## config.mk

```make
export PLATFORM = sky130hd
export DESIGN_NAME = mdio_cmd_engine
export DESIGN_NICKNAME = d
export VERILOG_FILES = /design/src/rtl/mdio_cmd_pkg.sv /design/src/rtl/mdc_div.sv /design/src/rtl/mdio_frame_shift.sv /design/src/rtl/mdio_cmd_engine.sv
export SDC_FILE = /design/constraint.sdc
export NUM_CORES = 1
export LEC_CHECK = 0
export BUFFER_PORTS_ARGS = -buffer_cell sky130_fd_sc_hd__buf_2
export CORE_ASPECT_RATIO = 0.6
export CORE_MARGIN = 10
export CORE_UTILIZATION = 30
export DETAILED_ROUTE_END_ITERATION = 10
export GPL_ROUTABILITY_DRIVEN = 0
export HOLD_SLACK_MARGIN = 0.02
export SYNTH_ARGS = -nofsm -noshare
export SYNTH_HDL_FRONTEND = slang
export SYNTH_SLANG_ARGS = --single-unit
```

## constraint.sdc

```tcl
create_clock -name clk_i -period 1.7 [get_ports clk_i]
set_input_delay 0.17 -clock clk_i [delete_from_list [all_inputs] [get_ports clk_i]]
set_output_delay 0.17 -clock clk_i [all_outputs]
set_load 0.02 [all_outputs]
```

## src/rtl/mdio_cmd_pkg.sv

```systemverilog
package mdio_cmd_pkg;
  localparam int BUSY_BIT = 31;
  localparam int EN_BIT   = 30;
  localparam int RD_BIT   = 27;
  localparam int ADDR_W   = 5;
  localparam int DATA_W   = 16;
  localparam int PHY_LSB  = 21;
  localparam int REG_LSB  = 16;
  localparam int PRE_W    = 32;
  localparam int FRAME_W  = PRE_W + 4 + 2*ADDR_W + 2 + DATA_W;
  localparam int TA_POS   = PRE_W + 4 + 2*ADDR_W;
  localparam int DATA_POS = TA_POS + 2;

  function automatic logic [FRAME_W-1:0] build_frame(
    input logic rd, input logic [ADDR_W-1:0] phy,
    input logic [ADDR_W-1:0] rg, input logic [DATA_W-1:0] dat);
    logic [1:0] op;
    op = rd ? 2'b10 : 2'b01;
    return {{PRE_W{1'b1}}, 2'b01, op, phy, rg, 2'b10, dat};
  endfunction
endpackage

```

## src/rtl/mdc_div.sv

```systemverilog
module mdc_div #(
  parameter int HALF = 2
) (
  input  logic clk_i,
  input  logic rst_ni,
  input  logic run_i,
  output logic mdc_o,
  output logic rise_o,
  output logic fall_o
);
  localparam int CW = (HALF > 1) ? $clog2(HALF) : 1;

  logic [CW-1:0] cnt_q;
  logic          mdc_q;
  logic          wrap;

  assign wrap   = (cnt_q == CW'(HALF - 1));
  assign rise_o = run_i && wrap && !mdc_q;
  assign fall_o = run_i && wrap && mdc_q;
  assign mdc_o  = mdc_q;

  always_ff @(posedge clk_i or negedge rst_ni) begin
    if (!rst_ni) begin
      cnt_q <= '0;
      mdc_q <= 1'b0;
    end else if (!run_i) begin
      cnt_q <= '0;
      mdc_q <= 1'b0;
    end else if (wrap) begin
      cnt_q <= '0;
      mdc_q <= !mdc_q;
    end else begin
      cnt_q <= cnt_q + 1'b1;
    end
  end

  p_tick_excl_r4: assert property (@(posedge clk_i) disable iff (!rst_ni)
    !(rise_o && fall_o));
  p_idle_low_r4: assert property (@(posedge clk_i) disable iff (!rst_ni)
    !run_i |=> !mdc_o);
endmodule

```

## src/rtl/mdio_frame_shift.sv

```systemverilog
module mdio_frame_shift #(
  parameter int FRAME_W = 64
) (
  input  logic               clk_i,
  input  logic               rst_ni,
  input  logic               load_i,
  input  logic [FRAME_W-1:0] frame_i,
  input  logic               shift_i,
  output logic               bit_o,
  output logic [$clog2(FRAME_W)-1:0] idx_o,
  output logic               last_o
);
  localparam int IW = $clog2(FRAME_W);

  logic [FRAME_W-1:0] sr_q;
  logic [IW-1:0]      idx_q;

  assign bit_o  = sr_q[FRAME_W-1];
  assign idx_o  = idx_q;
  assign last_o = (idx_q == IW'(FRAME_W - 1));

  always_ff @(posedge clk_i or negedge rst_ni) begin
    if (!rst_ni) begin
      sr_q  <= '1;
      idx_q <= '0;
    end else if (load_i) begin
      sr_q  <= frame_i;
      idx_q <= '0;
    end else if (shift_i) begin
      sr_q  <= {sr_q[FRAME_W-2:0], 1'b1};
      idx_q <= last_o ? '0 : idx_q + 1'b1;
    end
  end

  p_no_load_shift_r5: assert property (@(posedge clk_i) disable iff (!rst_ni)
    !(load_i && shift_i));
endmodule

```

## src/rtl/mdio_cmd_engine.sv

```systemverilog
module mdio_cmd_engine
  import mdio_cmd_pkg::*;
#(
  parameter int HALF_DIV = 2
) (
  input  logic        clk_i,
  input  logic        rst_ni,
  input  logic        we_i,
  input  logic [31:0] wdata_i,
  output logic [31:0] rdata_o,
  output logic        mdc_o,
  output logic        mdio_o,
  output logic        mdio_oe_o,
  input  logic        mdio_i
);
  localparam int IW = $clog2(FRAME_W);

  logic              busy_q, en_q, rd_q;
  logic [ADDR_W-1:0] phy_q, reg_q;
  logic [DATA_W-1:0] data_q, rd_sh_q;
  logic              rise, fall, last, sr_bit, accept, done, idle_wr;
  logic [IW-1:0]     idx;
  logic [FRAME_W-1:0] frame;

  assign idle_wr = we_i && !busy_q;
  assign accept  = idle_wr && wdata_i[BUSY_BIT] && wdata_i[EN_BIT];
  assign done    = fall && last;
  assign frame   = build_frame(wdata_i[RD_BIT],
                               wdata_i[PHY_LSB +: ADDR_W],
                               wdata_i[REG_LSB +: ADDR_W],
                               wdata_i[DATA_W-1:0]);

  mdc_div #(.HALF(HALF_DIV)) i_div (
    .clk_i (clk_i),
    .rst_ni(rst_ni),
    .run_i (busy_q),
    .mdc_o (mdc_o),
    .rise_o(rise),
    .fall_o(fall)
  );

  mdio_frame_shift #(.FRAME_W(FRAME_W)) i_shift (
    .clk_i  (clk_i),
    .rst_ni (rst_ni),
    .load_i (accept),
    .frame_i(frame),
    .shift_i(fall),
    .bit_o  (sr_bit),
    .idx_o  (idx),
    .last_o (last)
  );

  always_ff @(posedge clk_i or negedge rst_ni) begin
    if (!rst_ni) begin
      busy_q  <= 1'b0;
      en_q    <= 1'b0;
      rd_q    <= 1'b0;
      phy_q   <= '0;
      reg_q   <= '0;
      data_q  <= '0;
      rd_sh_q <= '0;
    end else begin
      if (idle_wr) begin
        busy_q <= accept;
        en_q   <= wdata_i[EN_BIT];
        rd_q   <= wdata_i[RD_BIT];
        phy_q  <= wdata_i[PHY_LSB +: ADDR_W];
        reg_q  <= wdata_i[REG_LSB +: ADDR_W];
        data_q <= wdata_i[DATA_W-1:0];
      end else if (done) begin
        busy_q <= 1'b0;
        if (rd_q) data_q <= rd_sh_q;
      end
      // read bits land on MDC rising edges of the data phase
      if (busy_q && rd_q && rise && idx >= IW'(DATA_POS))
        rd_sh_q <= {rd_sh_q[DATA_W-2:0], mdio_i};
    end
  end

  assign mdio_o    = busy_q ? sr_bit : 1'b1;
  assign mdio_oe_o = busy_q && !(rd_q && idx >= IW'(TA_POS));
  assign rdata_o   = {busy_q, en_q, 2'b00, rd_q, 1'b0, phy_q, reg_q, data_q};

  p_start_r2: assert property (@(posedge clk_i) disable iff (!rst_ni)
    we_i && !busy_q && wdata_i[BUSY_BIT] && wdata_i[EN_BIT] |=> busy_q);
  p_no_start_r9: assert property (@(posedge clk_i) disable iff (!rst_ni)
    we_i && !busy_q && !(wdata_i[BUSY_BIT] && wdata_i[EN_BIT]) |=> !busy_q && !mdc_o);
  p_ignore_busy_r8: assert property (@(posedge clk_i) disable iff (!rst_ni)
    busy_q && we_i |=> $stable(phy_q) && $stable(reg_q) && $stable(rd_q));
  p_mdio_fall_r10: assert property (@(posedge clk_i) disable iff (!rst_ni)
    busy_q && !fall |=> $stable(mdio_o));
  p_write_drive_r6: assert property (@(posedge clk_i) disable iff (!rst_ni)
    busy_q && !rd_q |-> mdio_oe_o);
  p_idle_mdc_r4: assert property (@(posedge clk_i) disable iff (!rst_ni)
    !busy_q |-> !mdc_o);
endmodule

```

After elaboration in Yosys (flattened, before gate mapping). Cells that the tools add are included.

Bits in registers: 117.

Add/subtract/negate cells: 2. Order comparisons: 2. Eq/ne operators: 2. Mux-type cells: 16. Reduce and logical (&&, ||, !) cells: 19.

Operators with widths (count): $mux W64 (2); $mux W16 (3); $mux W6 (3); $ge A6 B6 Y1 const B (2); $logic_and A1 B1 Y1 (12); $mux W1 (7); $add A6 B1 Y6 const B (1); $eq A6 B6 Y1 const B (1); $reduce_bool A2 Y1 (3); $logic_not A1 Y1 (3); $mux W2 (1); $ne A2 B1 Y1 const B (1); $reduce_and A2 Y1 (1); $add A1 B1 Y1 const B (1).

Logic depth before layout (Yosys ltp). Gate-level depths: netlist of run 1.

Word-level depth: 5. Mapped depth: 6. Mapped depth without buffers: 4.

Modules after synthesis. From an unflattened synthesis of run 1, not the netlist that was laid out.

Cells, all modules: 451. Area, all modules: 5456.5 sq um.

Modules (own cells, without submodules): mdio_frame_shift (instances 1, cells an instance 311, area an instance 3304.4 sq um); mdio_cmd_engine (instances 1, cells an instance 132, area an instance 2063.2 sq um); mdc_div (instances 1, cells an instance 8, area an instance 88.8 sq um).

Least setup slack after synthesis of run 1. OpenSTA, ideal clock, no wires.

Kind: reg2reg. Start: reg i_div.mdc_q (netlist: i_div.mdc_o). End: reg rd_sh_q[10]. Library setup time: 127 ps. Arrival time: 1413 ps. Required time: 1573 ps. Slack: 160 ps. Stages on the path, launching flop included: 5. Buffers on the path: 1. Path through: dfrtp_1 > nand4b_2 > nor2_4 > buf_6 > mux2_1.

Cells in the longest elaborated chain, start to end: 4.

Ends and longest elaborated chain: start, declared (RTL line mdc_div.sv:14) `logic mdc_q;`; start signal, assigned (RTL line mdc_div.sv:31) `mdc_q <= !mdc_q;`; $logic_not A1 Y1 (RTL line mdc_div.sv:18) `assign rise_o = run_i && wrap && !mdc_q;`; $logic_and A1 B1 Y1 (RTL line mdc_div.sv:18); $logic_and A1 B1 Y1 (2 in series) (RTL line mdio_cmd_engine.sv:75) `if (busy_q && rd_q && rise && idx >= IW'(DATA_POS))`; end signal, assigned (RTL line mdio_cmd_engine.sv:76) `rd_sh_q <= {rd_sh_q[DATA_W-2:0], mdio_i};`; end, declared (RTL line mdio_cmd_engine.sv:20) `logic [DATA_W-1:0] data_q, rd_sh_q;`.

No other way between the ends. A chain may end at the register's enable or synchronous reset.

Worst setup path after layout of run 1.
Start: reg busy_q. End: reg i_shift.idx_q[0] (netlist: i_shift.idx_o[0]).

Cells in the longest elaborated chain, start to end: 5. Elaborated cells on any way between the ends: 8.

Ends and longest elaborated chain: start, declared (RTL line mdio_cmd_engine.sv:18) `logic busy_q, en_q, rd_q;`; start signal, assigned (RTL line mdio_cmd_engine.sv:64) `busy_q <= accept;`; $logic_not A1 Y1; $logic_and A1 B1 Y1 (RTL line mdio_cmd_engine.sv:25) `assign idle_wr = we_i && !busy_q;`; $logic_and A1 B1 Y1 (2 in series) (RTL line mdio_cmd_engine.sv:26) `assign accept = idle_wr && wdata_i[BUSY_BIT] && wdata_i[EN_BIT];`; $mux W6 or $reduce_bool A2 Y1 (tied branches); end signal, assigned (RTL line mdio_frame_shift.sv:31) `idx_q <= last_o ? '0 : idx_q + 1'b1;`; end, declared (RTL line mdio_frame_shift.sv:16) `logic [IW-1:0] idx_q;`.

Parallel ways exist; a longest one is shown, timed or not.

==> Flow_metrics.wiki, run 1 <==
{| class="wikitable"
! Metric !! Value
|-
| Tot GR Track Use || 10.8%
|-
| CP Data Arrival Time || 1.85 ns
|-
| FF-to-FF setup slack || 0.15 ns
|-
| Fin crit period || 1.55 ns
|-
| Unrepaired setup endpoints after global routing || no
|-
| Worst path required time || 2.00 ns
|-
| Upper clock frequency limit || 645 MHz
|-
| Switching share of power || 30.8%
|-
| Effective utilization at floorplan || 30.9%
|-
| Total Neg Setup Slack || 0 ns
|-
| Flops & latches, synth || 117
|-
| Antenna Nets Post-Route || 0
|-
| Core region area || 0.0164 sq mm
|-
| Clock latency on the worst-skew pair || 0.41 ns
|-
| Clock sink total || 117
|-
| Number of global-route vias before repair || 3643
|-
| Post-detailed-routing wire length || 12100 um
|-
| Count of port buffers added during placement || 64
|-
| Launch point of the worst hold path || wdata_i[30]
|-
| Die X-Extent || 188 um
|-
| Layout overhead on the synthesized area || 28.2%
|-
| IO Count || 71
|-
| Critical R2R Capture || i_shift.idx_o[0]
|-
| Overall die area || 0.0227 sq mm
|-
| Antenna diode instance count || 0
|-
| Result of the run || finished, final reports clean
|-
| R2R cell count || 5
|-
| Warning count from the yosys run || 0
|-
| CTS tree || built
|-
| Startpoint of the worst register-to-register path || busy_q
|-
| Worst ir drop on vdd || 0.000801 V
|-
| FFs w/ async S/R, synth || 100%
|-
| Critical Path, Cell by Cell || buf_4 -> and3_2 -> buf_4 -> xnor2_1 -> a211oi_1
|-
| Kind of cell adding the most delay to the critical path || buffers and inverters
|-
| Antenna violations before repair || 0
|-
| GRT Residual Overflow || 0
|-
| Post-Place Worst Slack || -0.0226 ns
|-
| Total leakage power || 3.08 nW
|-
| Post-layout net count || 574
|-
| Setup Crit Path Kind || reg2reg
|-
| Internal power contribution || 7.97 mW
|-
| Wire length per cell after detailed routing || 15.6 um
|-
| Post-synthesis cell area || 0.00507 sq mm
|-
| Power share of the clock group || 33.0%
|-
| Number of max-cap violations || 0
|-
| Cells on Worst Hold Path || 3
|-
| Critical-path top delay cell || sky130_fd_sc_hd__dfrtp_1
|-
| Post-synthesis cell type count || 44
|-
| Part of the power in combinational logic || 24.3%
|-
| Clock transition at path regs || 0.06 ns
|-
| Relative slew slack || 59.0%
|-
| Most numerous cell on the critical path || sky130_fd_sc_hd__buf_4
|-
| Number of fill cells || 1583
|-
| Min-Delay Path Class || in2reg
|-
| Fraction of final layout cells with drive strength greater than 1 || 34.4%
|-
| DP HPWL || 8390 um
|-
| Transition at the pin with the smallest max-transition slack || 0.615 ns
|-
| Final cell utilization of the core || 39.7%
|-
| Cell at the root of the clock tree || sky130_fd_sc_hd__clkbuf_16
|-
| Maximum clock insertion buffer count || 2
|-
| Buffers plus inverters on the worst setup path || 2
|-
| Final Hold Violating Endpoints || 0
|-
| Layout Skew || 0.0118 ns
|-
| Main flop type after synthesis || sky130_fd_sc_hd__dfstp_2
|-
| Power share of the sequential group || 42.8%
|-
| Clock buffers created by TritonCTS || 17
|-
| Type of origin of the critical path || flop
|-
| Synthesized instance count || 456
|-
| Final worst path period share || 91.2%
|-
| Sequential element share of the synthesized area || 59.3%
|-
| DR DRC count || 0
|-
| Count of vias placed by the detailed router || 3702
|-
| Number of core rows || 36
|-
| Endpoint kind of the worst setup timing path || flop
|-
| Vias per inst || 4.76
|-
| Number of enable-type register cells in the synthesized netlist || 0
|-
| Final setup violating endpoints || 0
|-
| Net load switching power || 3.54 mW
|-
| Slew Viols, Final || 0
|-
| Die Y || 121 um
|-
| Maximum fanout along the worst path || 10
|-
| Pin count of the biggest net entering global routing || 40
|-
| Slack of the critical path || 0.149 ns
|-
| Wire length of the first global-routing pass || 20100 um
|-
| DRT iter0 DRCs || 291
|-
| Hold-critical path endpoint || en_q
|-
| Power density relative to cell area || 1770 mW/mm^2
|-
| CP max stage delay || 0.41 ns
|-
| H-tree depth || 4
|-
| TritonRoute pass-1 iters || 5
|-
| Synthesized area per cell || 11.1 sq um
|-
| Total setup buffers inserted after CTS || 0
|}
[per-stage QoR]
stage / hold WS [ns] / power, mW / instances / cell area, sq um
floorplan: -0.126 / 6.79 / 458 / 5080
CTS: 0.0237 / 11.6 / 778 / 6500
global route: 0.0334 / 12.2 / 778 / 6500
global placement: 0.115 / 7.61 / 732 / 5720
finish: 0.0331 / 11.5 / 778 / 6500
detailed placement: 0.119 / 7.75 / 732 / 5720
[area by class of cell]
type                    instances  area (sq um)  area share [%]
multi-input cells             303          1880            28.8
flip-flops and latches        117          3010            46.3
clock buffers                  20           468            7.20
inverters                       1          3.75          0.0577
repair buffers                 97           693            10.7
clock inverters                12           168            2.58
well taps                     228           285            4.39
[synthesized netlist by cell type, types with 3 or more instances]
cell type	count	share of area (%)
sky130_fd_sc_hd__mux2_1	16	3.6
sky130_fd_sc_hd__o221a_1	16	3.6
sky130_fd_sc_hd__a21o_1	23	3.4
sky130_fd_sc_hd__nand3_1	37	3.7
sky130_fd_sc_hd__nand2_1	119	8.8
sky130_fd_sc_hd__a21oi_1	6	0.59
sky130_fd_sc_hd__buf_2	19	1.9
sky130_fd_sc_hd__clkbuf_1	5	0.37
sky130_fd_sc_hd__buf_1	3	0.22
sky130_fd_sc_hd__a31oi_1	3	0.37
sky130_fd_sc_hd__nor2_1	4	0.30
sky130_fd_sc_hd__buf_4	9	1.3
sky130_fd_sc_hd__dfstp_2	64	33
sky130_fd_sc_hd__dfrtp_1	53	26
sky130_fd_sc_hd__a22o_1	23	4.0
sky130_fd_sc_hd__nand2b_1	19	2.3
[worst reg2reg max path: cells and delay by family, from the launching register on]
kind                   cells  cell delay [ns]
AO/OA/AOI/OAI              1             0.24
XOR/XNOR                   1             0.08
buffers and inverters      2             0.42
flip-flops                 1             0.41
AND/OR/NAND/NOR            1             0.32
[cells by family (layout without fill, tap and decap cells)]
family,count (synthesis),after routing,share of synthesized area [%]
simple gates,196,196,18.3
flops,117,117,59.3
compound gates,82,82,13.6
buf+inv,38,130,4.09
mux,18,18,3.95
xor+xnor,3,3,0.518
fa+ha+maj,1,1,0.247
other cells,1,3,0.0739
[registers in the layout, summed over array words and instances (netlist names), 5 cells and up]
register / cells
i_shift.idx_o: 6
i_shift.sr_q: 64
rd_sh_q: 16
data_q: 16
reg_q: 5
phy_q: 5
[routing by layer]
| metal | vias to the layer above | routed length, um | global-route usage (%) |
|---|---|---|---|
| met5 | - | 0 | 0 |
| met4 | 0 | 82 | 3.28 |
| met3 | 8 | 515 | 2.50 |
| met2 | 107 | 5250 | 15.4 |
| met1 | 1845 | 6280 | 15.8 |
| li1 | 1742 | - | - |
[timing repair]
action / in CTS / in global routing
resized for setup: 1 / 0
endpoints found under the hold margin: 38 / 0
hold buffers: 14 / 0
endpoints found under the setup margin: 4 / 0
[power groups by stage]
stage | Combinational (mW) | Sequential, mW | Clock [mW]
floorplan | 1.75 | 5.03 | 0
global placement | 2.71 | 4.90 | 0
detailed placement | 2.80 | 4.95 | 0
CTS | 2.85 | 4.92 | 3.85
global route | 3.13 | 5.07 | 4.00
finish | 2.79 | 4.92 | 3.79
[worst max path at each step]
stage / startpoint / endpoint / slack [ns] / depth (start not counted)
floorplan: i_div.mdc_o / rd_sh_q[10] / 0.16 / 4
global route: busy_q / i_shift.idx_o[0] / 0.06 / 5
CTS: i_shift.idx_o[4] / mdio_oe_o / 0.12 / 3
detailed placement: busy_q / data_q[10] / -0.02 / 4
global placement: busy_q / data_q[0] / 0.06 / 4
finish: busy_q / i_shift.idx_o[0] / 0.15 / 5
[placed cells by master (no fill, tap or decap), types with 4 or more instances in the layout]
| master | netlist | routed |
|---|---|---|
| sky130_fd_sc_hd__nand2_1 | 119 | 119 |
| sky130_fd_sc_hd__dfstp_2 | 64 | 64 |
| sky130_fd_sc_hd__buf_2 | 19 | 63 |
| sky130_fd_sc_hd__dfrtp_1 | 53 | 53 |
| sky130_fd_sc_hd__nand3_1 | 37 | 37 |
| sky130_fd_sc_hd__a22o_1 | 23 | 23 |
| sky130_fd_sc_hd__a21o_1 | 23 | 23 |
| sky130_fd_sc_hd__nand2b_1 | 19 | 19 |
| sky130_fd_sc_hd__clkbuf_16 | 0 | 18 |
| sky130_fd_sc_hd__o221a_1 | 16 | 16 |
| sky130_fd_sc_hd__mux2_1 | 16 | 16 |
| sky130_fd_sc_hd__dlygate4sd3_1 | 0 | 14 |
| sky130_fd_sc_hd__buf_4 | 9 | 13 |
| sky130_fd_sc_hd__buf_12 | 0 | 7 |
| sky130_fd_sc_hd__a21oi_1 | 6 | 6 |
| sky130_fd_sc_hd__clkinv_4 | 0 | 5 |
| sky130_fd_sc_hd__nor2_1 | 4 | 4 |
Power figures use the tool's default switching activity.
==> run 2, diff against run 1 <==
--- a/config.mk
+++ b/config.mk
@@ -12,6 +12,7 @@
 export DETAILED_ROUTE_END_ITERATION = 10
 export GPL_ROUTABILITY_DRIVEN = 0
 export HOLD_SLACK_MARGIN = 0.02
+export SETUP_SLACK_MARGIN = 0.05
 export SYNTH_ARGS = -nofsm -noshare
 export SYNTH_HDL_FRONTEND = slang
 export SYNTH_SLANG_ARGS = --single-unit
==> constraint.sdc (replaced) <==
create_clock -name clk_i -period 1.7 [get_ports clk_i]
set_input_delay 0.51 -clock clk_i [delete_from_list [all_inputs] [get_ports clk_i]]
set_output_delay 0.51 -clock clk_i [all_outputs]
set_load 0.02 [all_outputs]
==> run 2 against run 1 <==
  * The run now ends with negative setup slack left
  * Via count is 1.4% higher
  * Clock power is 5% lower
  * Worst setup slack worse by 0.25 ns
  * Sequential share of layout area is 0.20 points higher
  * Register-to-register slack worse by 0.04 ns
  * Non-clock buffer count stayed put
  * Highest routed layer unchanged
==> Flow_metrics.wiki, run 2 (synthesis results as in run 1) <==
{| class="wikitable"
! Metric !! Value
|-
| Layout overhead on the synthesized area || 27.9%
|-
| Slew Viols, Final || 0
|-
| Fin crit period || 1.80 ns
|-
| Upper clock frequency limit || 556 MHz
|-
| Overall die area || 0.0227 sq mm
|-
| Min-Delay Path Class || in2reg
|-
| Maximum fanout along the worst path || 7
|-
| Die Y || 121 um
|-
| Antenna violations before repair || 0
|-
| Antenna diode instance count || 0
|-
| Cells on Worst Hold Path || 3
|-
| Overall Power || 11.5 mW
|-
| Launch point of the worst hold path || wdata_i[24]
|-
| Die X-Extent || 188 um
|-
| Number of flip-flops in the largest register || 64
|-
| FF-to-FF setup slack || 0.11 ns
|-
| Cell at the root of the clock tree || sky130_fd_sc_hd__clkbuf_16
|-
| Number of max-cap violations || 0
|-
| Worst slack on hold paths || 0.301 ns
|-
| Critical-path top delay cell || sky130_fd_sc_hd__dfrtp_2
|-
| Effective utilization at floorplan || 30.9%
|-
| IO Count || 71
|-
| R2R cell count || 5
|-
| Unrepaired setup endpoints after global routing || yes
|-
| Endpoint kind of the worst setup timing path || output pin
|-
| Kind of cell adding the most delay to the critical path || flip-flops
|-
| Clock latency on the worst-skew pair || 0.42 ns
|-
| Setup Crit Path Kind || reg2out
|-
| GRT Residual Overflow || 0
|-
| Pin count of the biggest net entering global routing || 41
|-
| Buffers plus inverters on the worst setup path || 2
|-
| Leading cell types in the layout, fill and taps excluded || sky130_fd_sc_hd__nand2_1, sky130_fd_sc_hd__dfstp_2, sky130_fd_sc_hd__buf_2
|-
| Core region area || 0.0164 sq mm
|-
| Maximum clock insertion buffer count || 2
|-
| Final Hold Violating Endpoints || 0
|-
| DP HPWL || 8550 um
|-
| Violated checks || negative setup slack
|-
| # placed instances || 739
|-
| CP max stage delay || 0.44 ns
|-
| Hold-critical path endpoint || phy_q[3]
|-
| Startpoint of the worst register-to-register path || i_shift.idx_o[1]
|-
| Type of origin of the critical path || flop
|-
| TritonRoute pass-1 iters || 4
|-
| Critical Path, Cell by Cell || buf_4 -> o21a_1 -> buf_6
|-
| H-tree depth || 4
|-
| Count of vias placed by the detailed router || 3752
|-
| Fraction of final layout cells with drive strength greater than 1 || 38.4%
|-
| Clock sink total || 117
|-
| CTS tree || built
|-
| Final cell count without fillers || 778
|-
| Number of global-route vias before repair || 3860
|-
| Clock buffers created by TritonCTS || 17
|-
| Clock transition at path regs || 0.06 ns
|-
| Most common cell after layout, fill and taps aside || sky130_fd_sc_hd__nand2_1
|-
| Vias per inst || 4.82
|-
| DR DRC count || 0
|-
| Final worst path period share || 106%
|-
| Register with the most flip-flops || i_shift.sr_q
|-
| Worst ir drop on vdd || 0.000737 V
|-
| CP Data Arrival Time || 1.29 ns
|-
| Power density relative to cell area || 1770 mW/mm^2
|-
| DRT iter0 DRCs || 234
|-
| Post-layout net count || 574
|-
| Final cell utilization of the core || 39.6%
|-
| Number of core rows || 36
|-
| Wire length per cell after detailed routing || 16.1 um
|-
| Worst path required time || 1.19 ns
|-
| Post-detailed-routing wire length || 12600 um
|-
| Critical R2R Capture || data_q[8]
|-
| Antenna Nets Post-Route || 0
|-
| Wire length of the first global-routing pass || 20600 um
|-
| Tot GR Track Use || 11.1%
|-
| Slack of the critical path || -0.0995 ns
|-
| Final setup violating endpoints || 1
|-
| Result of the run || complete, but fails checks
|-
| Layout Skew || 0.0143 ns
|-
| Largest registers in the final layout || i_shift.sr_q (64), data_q (16), rd_sh_q (16)
|-
| Count of port buffers added during placement || 64
|-
| Total leakage power || 3.08 nW
|}
==> run 2: changes by cell type in the layout (fill, tap and decap cells not counted), moves of 2 or more <==
cell,before,now
sky130_fd_sc_hd__inv_8,0,2
sky130_fd_sc_hd__buf_2,63,59
sky130_fd_sc_hd__dlygate4sd3_1,14,1
sky130_fd_sc_hd__buf_4,13,24
sky130_fd_sc_hd__dfrtp_2,0,5
sky130_fd_sc_hd__dfrtp_1,53,48
sky130_fd_sc_hd__buf_6,0,5
==> run 2: final cells by class <==
class | instances | area [sq um]
clock inverter | 15 | 173
inverter | 1 | 3.75
fill | 1599 | 9910
clock buffer | 17 | 425
sequential | 117 | 3010
tap | 228 | 285
timing repair buffer | 97 | 702
multi-input combinational | 303 | 1880
==> run 2: worst max-delay path by stage <==
stage                                start          endpoint  slack, ns  depth (start not counted)
after CTS                 i_shift.idx_o[2]         mdio_oe_o      -0.12                          3
final                               busy_q         mdio_oe_o       -0.1                          3
after global routing      i_shift.idx_o[1]         mdio_oe_o      -0.13                          3
after detailed placement       wdata_i[31]  i_shift.sr_q[24]       0.07                          6
after floorplan                i_div.mdc_o       rd_sh_q[10]       0.16                          4
after global placement         wdata_i[31]  i_shift.sr_q[24]       0.10                          6
==> run 2: routing by layer <==
metal	global-route usage, %	wire length (um)
met5	0	0
met4	3.93	128
met3	2.96	678
met2	16.0	5520
met1	15.6	6240
==> run 2: report_power, final <==
part           switching [mW]  total (mW)  leakage (nW)  internal [mW]
Clock                    1.40        3.60         0.289           2.20
Combinational            1.65        2.96          1.46           1.31
Sequential              0.597        4.90          1.33           4.30
==> run 2: timing repair <==
item / 4_1_cts / 5_1_grt
hold endpoints to repair: 13 / 0
setup endpoints to repair: 3 / 35
pin swaps: 2 / 1
resized for setup: 12 / 6
setup buffers: 6 / 0
hold buffers: 1 / 0
==> run 2: metrics by stage <==
step	area, sq um	setup TNS (ns)	setup slack, ns
floorplan	5080	0	0.160
global placement	5780	0	0.100
detailed placement	5780	0	0.0722
CTS	6470	-0.123	-0.123
global route	6490	-0.149	-0.133
finish	6490	-0.0995	-0.0995
==> run 2: worst register-to-register path, delay by kind of cell (launching register included) <==
family / cells / cell delay [ns]
buffers and inverters: 1 / 0.15
AOI/OAI and AO/OA: 2 / 0.58
DFF: 1 / 0.38
and+or+nand+nor: 1 / 0.18
adders and majority gates: 1 / 0.19
==> run 3, diff against run 2 <==
--- a/config.mk
+++ b/config.mk
@@ -15,4 +15,5 @@
 export SETUP_SLACK_MARGIN = 0.05
 export SYNTH_ARGS = -nofsm -noshare
 export SYNTH_HDL_FRONTEND = slang
+export SYNTH_HIERARCHICAL = 1
 export SYNTH_SLANG_ARGS = --single-unit
==> run 3 against run 2 <==
  * The flow still finishes with violations (negative setup slack)
  * Clock power increased by 3%
  * Combinational power increased by 32%
  * Fmax decreased by 4.5%
  * Non-clock buffer count is 11 higher
  * Critical path depth rose by 1
  * Sequential share of layout area is 5.4 points lower
  * Via count is 1.1% lower
  * Total power increased by 12%
==> Flow_metrics.wiki, run 3 <==
{| class="wikitable"
! Metric !! Value
|-
| Maximum clock insertion buffer count || 2
|-
| Critical-path top delay cell || sky130_fd_sc_hd__dfrtp_1
|-
| Count of vias placed by the detailed router || 3709
|-
| Leading cell types in the layout, fill and taps excluded || sky130_fd_sc_hd__nand2_1, sky130_fd_sc_hd__mux2i_1, sky130_fd_sc_hd__dfstp_2
|-
| Xor/xnor share of the synthesized area || 0.642%
|-
| Post-synthesis cell type count || 33
|-
| Unrepaired setup endpoints after global routing || yes
|-
| Library cell with the highest instance count after synthesis || sky130_fd_sc_hd__nand2_1
|-
| R2R cell count || 8
|-
| Clock latency on the worst-skew pair || 0.40 ns
|-
| Register with the most flip-flops || i_shift/sr_q
|-
| Endpoint kind of the worst setup timing path || output pin
|-
| Synth top area share || 30.8%
|-
| Number of max-cap violations || 0
|-
| Final Hold Violating Endpoints || 0
|-
| CP Data Arrival Time || 1.37 ns
|-
| Largest family of logic cells by synthesized area || multiplexers
|-
| Worst ir drop on vdd || 0.000790 V
|-
| Depth of the critical timing path with buffers and inverters included || 4
|-
| Final setup violating endpoints || 6
|-
| CP max stage delay || 0.40 ns
|-
| Main flop type after synthesis || sky130_fd_sc_hd__dfstp_2
|-
| Fin crit period || 1.88 ns
|-
| Total Neg Setup Slack || -0.262 ns
|-
| CTS tree || built
|-
| Clock sink total || 117
|-
| Layout overhead on the synthesized area || 34.2%
|-
| Clock transition at path regs || 0.06 ns
|-
| Tot GR Track Use || 9.88%
|-
| Core region area || 0.0180 sq mm
|-
| Most common cell after layout, fill and taps aside || sky130_fd_sc_hd__nand2_1
|-
| Maximum fanout along the worst path || 5
|-
| FFs w/ async S/R, synth || 100%
|-
| Slack of the critical path || -0.185 ns
|-
| Number of core rows || 38
|-
| Final cell utilization of the core || 40.7%
|-
| Count of port buffers added during placement || 64
|-
| Final worst path period share || 111%
|-
| Largest registers in the final layout || i_shift/sr_q (64), data_q (16), rd_sh_q (16)
|-
| DR DRC count || 0
|-
| Post-synthesis cell area || 0.00546 sq mm
|-
| Upper clock frequency limit || 531 MHz
|-
| Fraction of synthesized area in multiplexers || 25.5%
|-
| Sequential element share of the synthesized area || 55.1%
|-
| Buffers plus inverters on the worst setup path || 2
|-
| DRT iter0 DRCs || 164
|-
| Worst path required time || 1.19 ns
|-
| Synth Area in Compound Gates || 6.99%
|-
| Simple-Gate Fraction of Synth Area || 7.18%
|-
| Die Y || 124 um
|-
| Pin count of the biggest net entering global routing || 60
|-
| DP HPWL || 8050 um
|-
| Slew Viols, Final || 0
|-
| Critical Path, Cell by Cell || buf_4 -> nand2_1 -> o21a_1 -> buf_6
|-
| Clock buffers created by TritonCTS || 17
|-
| Antenna diode instance count || 0
|-
| Type of origin of the critical path || flop
|-
| Min-Delay Path Class || in2async
|-
| Cell at the root of the clock tree || sky130_fd_sc_hd__clkbuf_16
|-
| Overall die area || 0.0242 sq mm
|-
| Fraction of final layout cells with drive strength greater than 1 || 47.5%
|-
| Result of the run || complete, but fails checks
|-
| Number of fill cells || 1710
|-
| Wire length per cell after detailed routing || 14.7 um
|-
| Number of enable-type register cells in the synthesized netlist || 0
|-
| Synth top cells by count || sky130_fd_sc_hd__nand2_1, sky130_fd_sc_hd__o21ai_0, sky130_fd_sc_hd__dfstp_2, sky130_fd_sc_hd__mux2i_1, sky130_fd_sc_hd__dfrtp_1
|-
| Top cells by area, synth || sky130_fd_sc_hd__dfstp_2, sky130_fd_sc_hd__dfrtp_1, sky130_fd_sc_hd__mux2i_1
|-
| Flops & latches, synth || 117
|-
| Vias per inst || 4.46
|-
| Number of flip-flops in the largest register || 64
|-
| Post-detailed-routing wire length || 12200 um
|-
| Multi-input combinational cell area || 0.00249 sq mm
|-
| Antenna Nets Post-Route || 0
|-
| TritonRoute pass-1 iters || 4
|-
| Sequential cell area || 0.00301 sq mm
|-
| Setup Crit Path Kind || reg2out
|-
| Most area-hungry cell type in the Yosys netlist || sky130_fd_sc_hd__dfstp_2
|-
| Kind of cell adding the most delay to the critical path || flip-flops
|-
| Layout Skew || 0.00989 ns
|-
| Synthesized-area fraction occupied by adder cells || 0.229%
|-
| Die X-Extent || 194 um
|-
| Warning count from the yosys run || 6
|-
| H-tree depth || 4
|-
| Effective utilization at floorplan || 30.4%
|-
| GRT Residual Overflow || 0
|-
| Power density relative to cell area || 1750 mW/mm^2
|-
| Post-layout net count || 616
|-
| Number of global-route vias before repair || 3906
|-
| Wire length of the first global-routing pass || 20000 um
|-
| Antenna violations before repair || 0
|-
| Synthesized instance count || 451
|-
| Synthesized area per cell || 12.1 sq um
|-
| Violated checks || negative setup slack
|-
| Total leakage power || 3.13 nW
|-
| IO Count || 71
|}
==> run 3: per-layer routing <==
| layer | vias up | global-route usage [%] | share of wire (%) |
|---|---|---|---|
| li1 | 1791 | - | - |
| met1 | 1830 | 13.0 | 49 |
| met2 | 81 | 15.0 | 45 |
| met3 | 7 | 3.17 | 4.8 |
| met4 | 0 | 2.97 | 0.39 |
| met5 | - | 0 | 0 |
==> run 3: path summary, 6_finish.rpt <==
kind	from	endpoint	slack (ns)
worst max-delay path	i_shift/idx_o[5]	mdio_oe_o	-0.18
worst min register to register	reg_q[2]	reg_q[2]	0.50
worst max register to register	busy_q	rd_sh_q[10]	-0.01
worst min-delay path	rst_ni	rd_sh_q[4]	0.05
min in group clk_i	mdio_i	rd_sh_q[0]	0.34
max in group asynchronous	rst_ni	i_shift/sr_q[7]	1.04
==> run 3: final cells by class <==
cell class	instances	share of cell area, %
tap	240	4.10
sequential	117	41.1
clock inverter	8	1.67
multi-input combinational	334	34.0
clock buffer	24	6.71
inverter	1	0.0513
timing repair buffer	108	12.4
==> run 3: per-stage QoR <==
stage               std cells  setup slack, ns  area, sq um  total power, mW  hold WS (ns)
floorplan                 488          -0.0421         5640             7.62         0.214
global placement          784           -0.137         6310             8.53         0.477
detailed placement        784           -0.168         6310             8.74         0.482
CTS                       827           -0.228         7140             12.8        0.0460
global route              832           -0.265         7320             13.6        0.0555
finish                    832           -0.185         7320             12.8        0.0501
==> run 3: logic make-up (layout without fill, tap and decap cells) <==
group | after synthesis | count (layout)
DFF | 117 | 117
muxes | 124 | 124
xor gates and xnor gates | 4 | 4
buffers and inverters | 37 | 141
and+or+nand+nor | 94 | 94
AOI/OAI and AO/OA | 72 | 72
adders and majority gates | 1 | 1
other | 2 | 39
==> run 3: worst register-to-register path, cell delays in order, from the launching register on <==
cell and delay, ns:
sky130_fd_sc_hd__dfrtp_1 0.40, sky130_fd_sc_hd__buf_6 0.12, sky130_fd_sc_hd__buf_6 0.12, sky130_fd_sc_hd__nand2_2 0.06, sky130_fd_sc_hd__nor2_2 0.07, sky130_fd_sc_hd__nand3_1 0.08
sky130_fd_sc_hd__or2_4 0.29, sky130_fd_sc_hd__clkbuf_16 0.18, sky130_fd_sc_hd__mux2_4 0.29
==> run 3: repair_timing <==
item | CTS | global route
setup endpoints to repair | 35 | 101
buffers inserted | 11 | 2
hold buffers | 0 | 0
gates resized for setup | 33 | 17
cloned | 0 | 4
pin swaps | 10 | 11
==> run 3: where the power goes <==
part | total, mW | leakage [nW] | internal, mW | switching, mW
sequential | 5.20 | 1.36 | 4.53 | 0.670
combinational | 3.92 | 1.48 | 1.97 | 1.94
clock | 3.69 | 0.292 | 2.46 | 1.23
total | 12.8 | 3.13 | 8.96 | 3.84
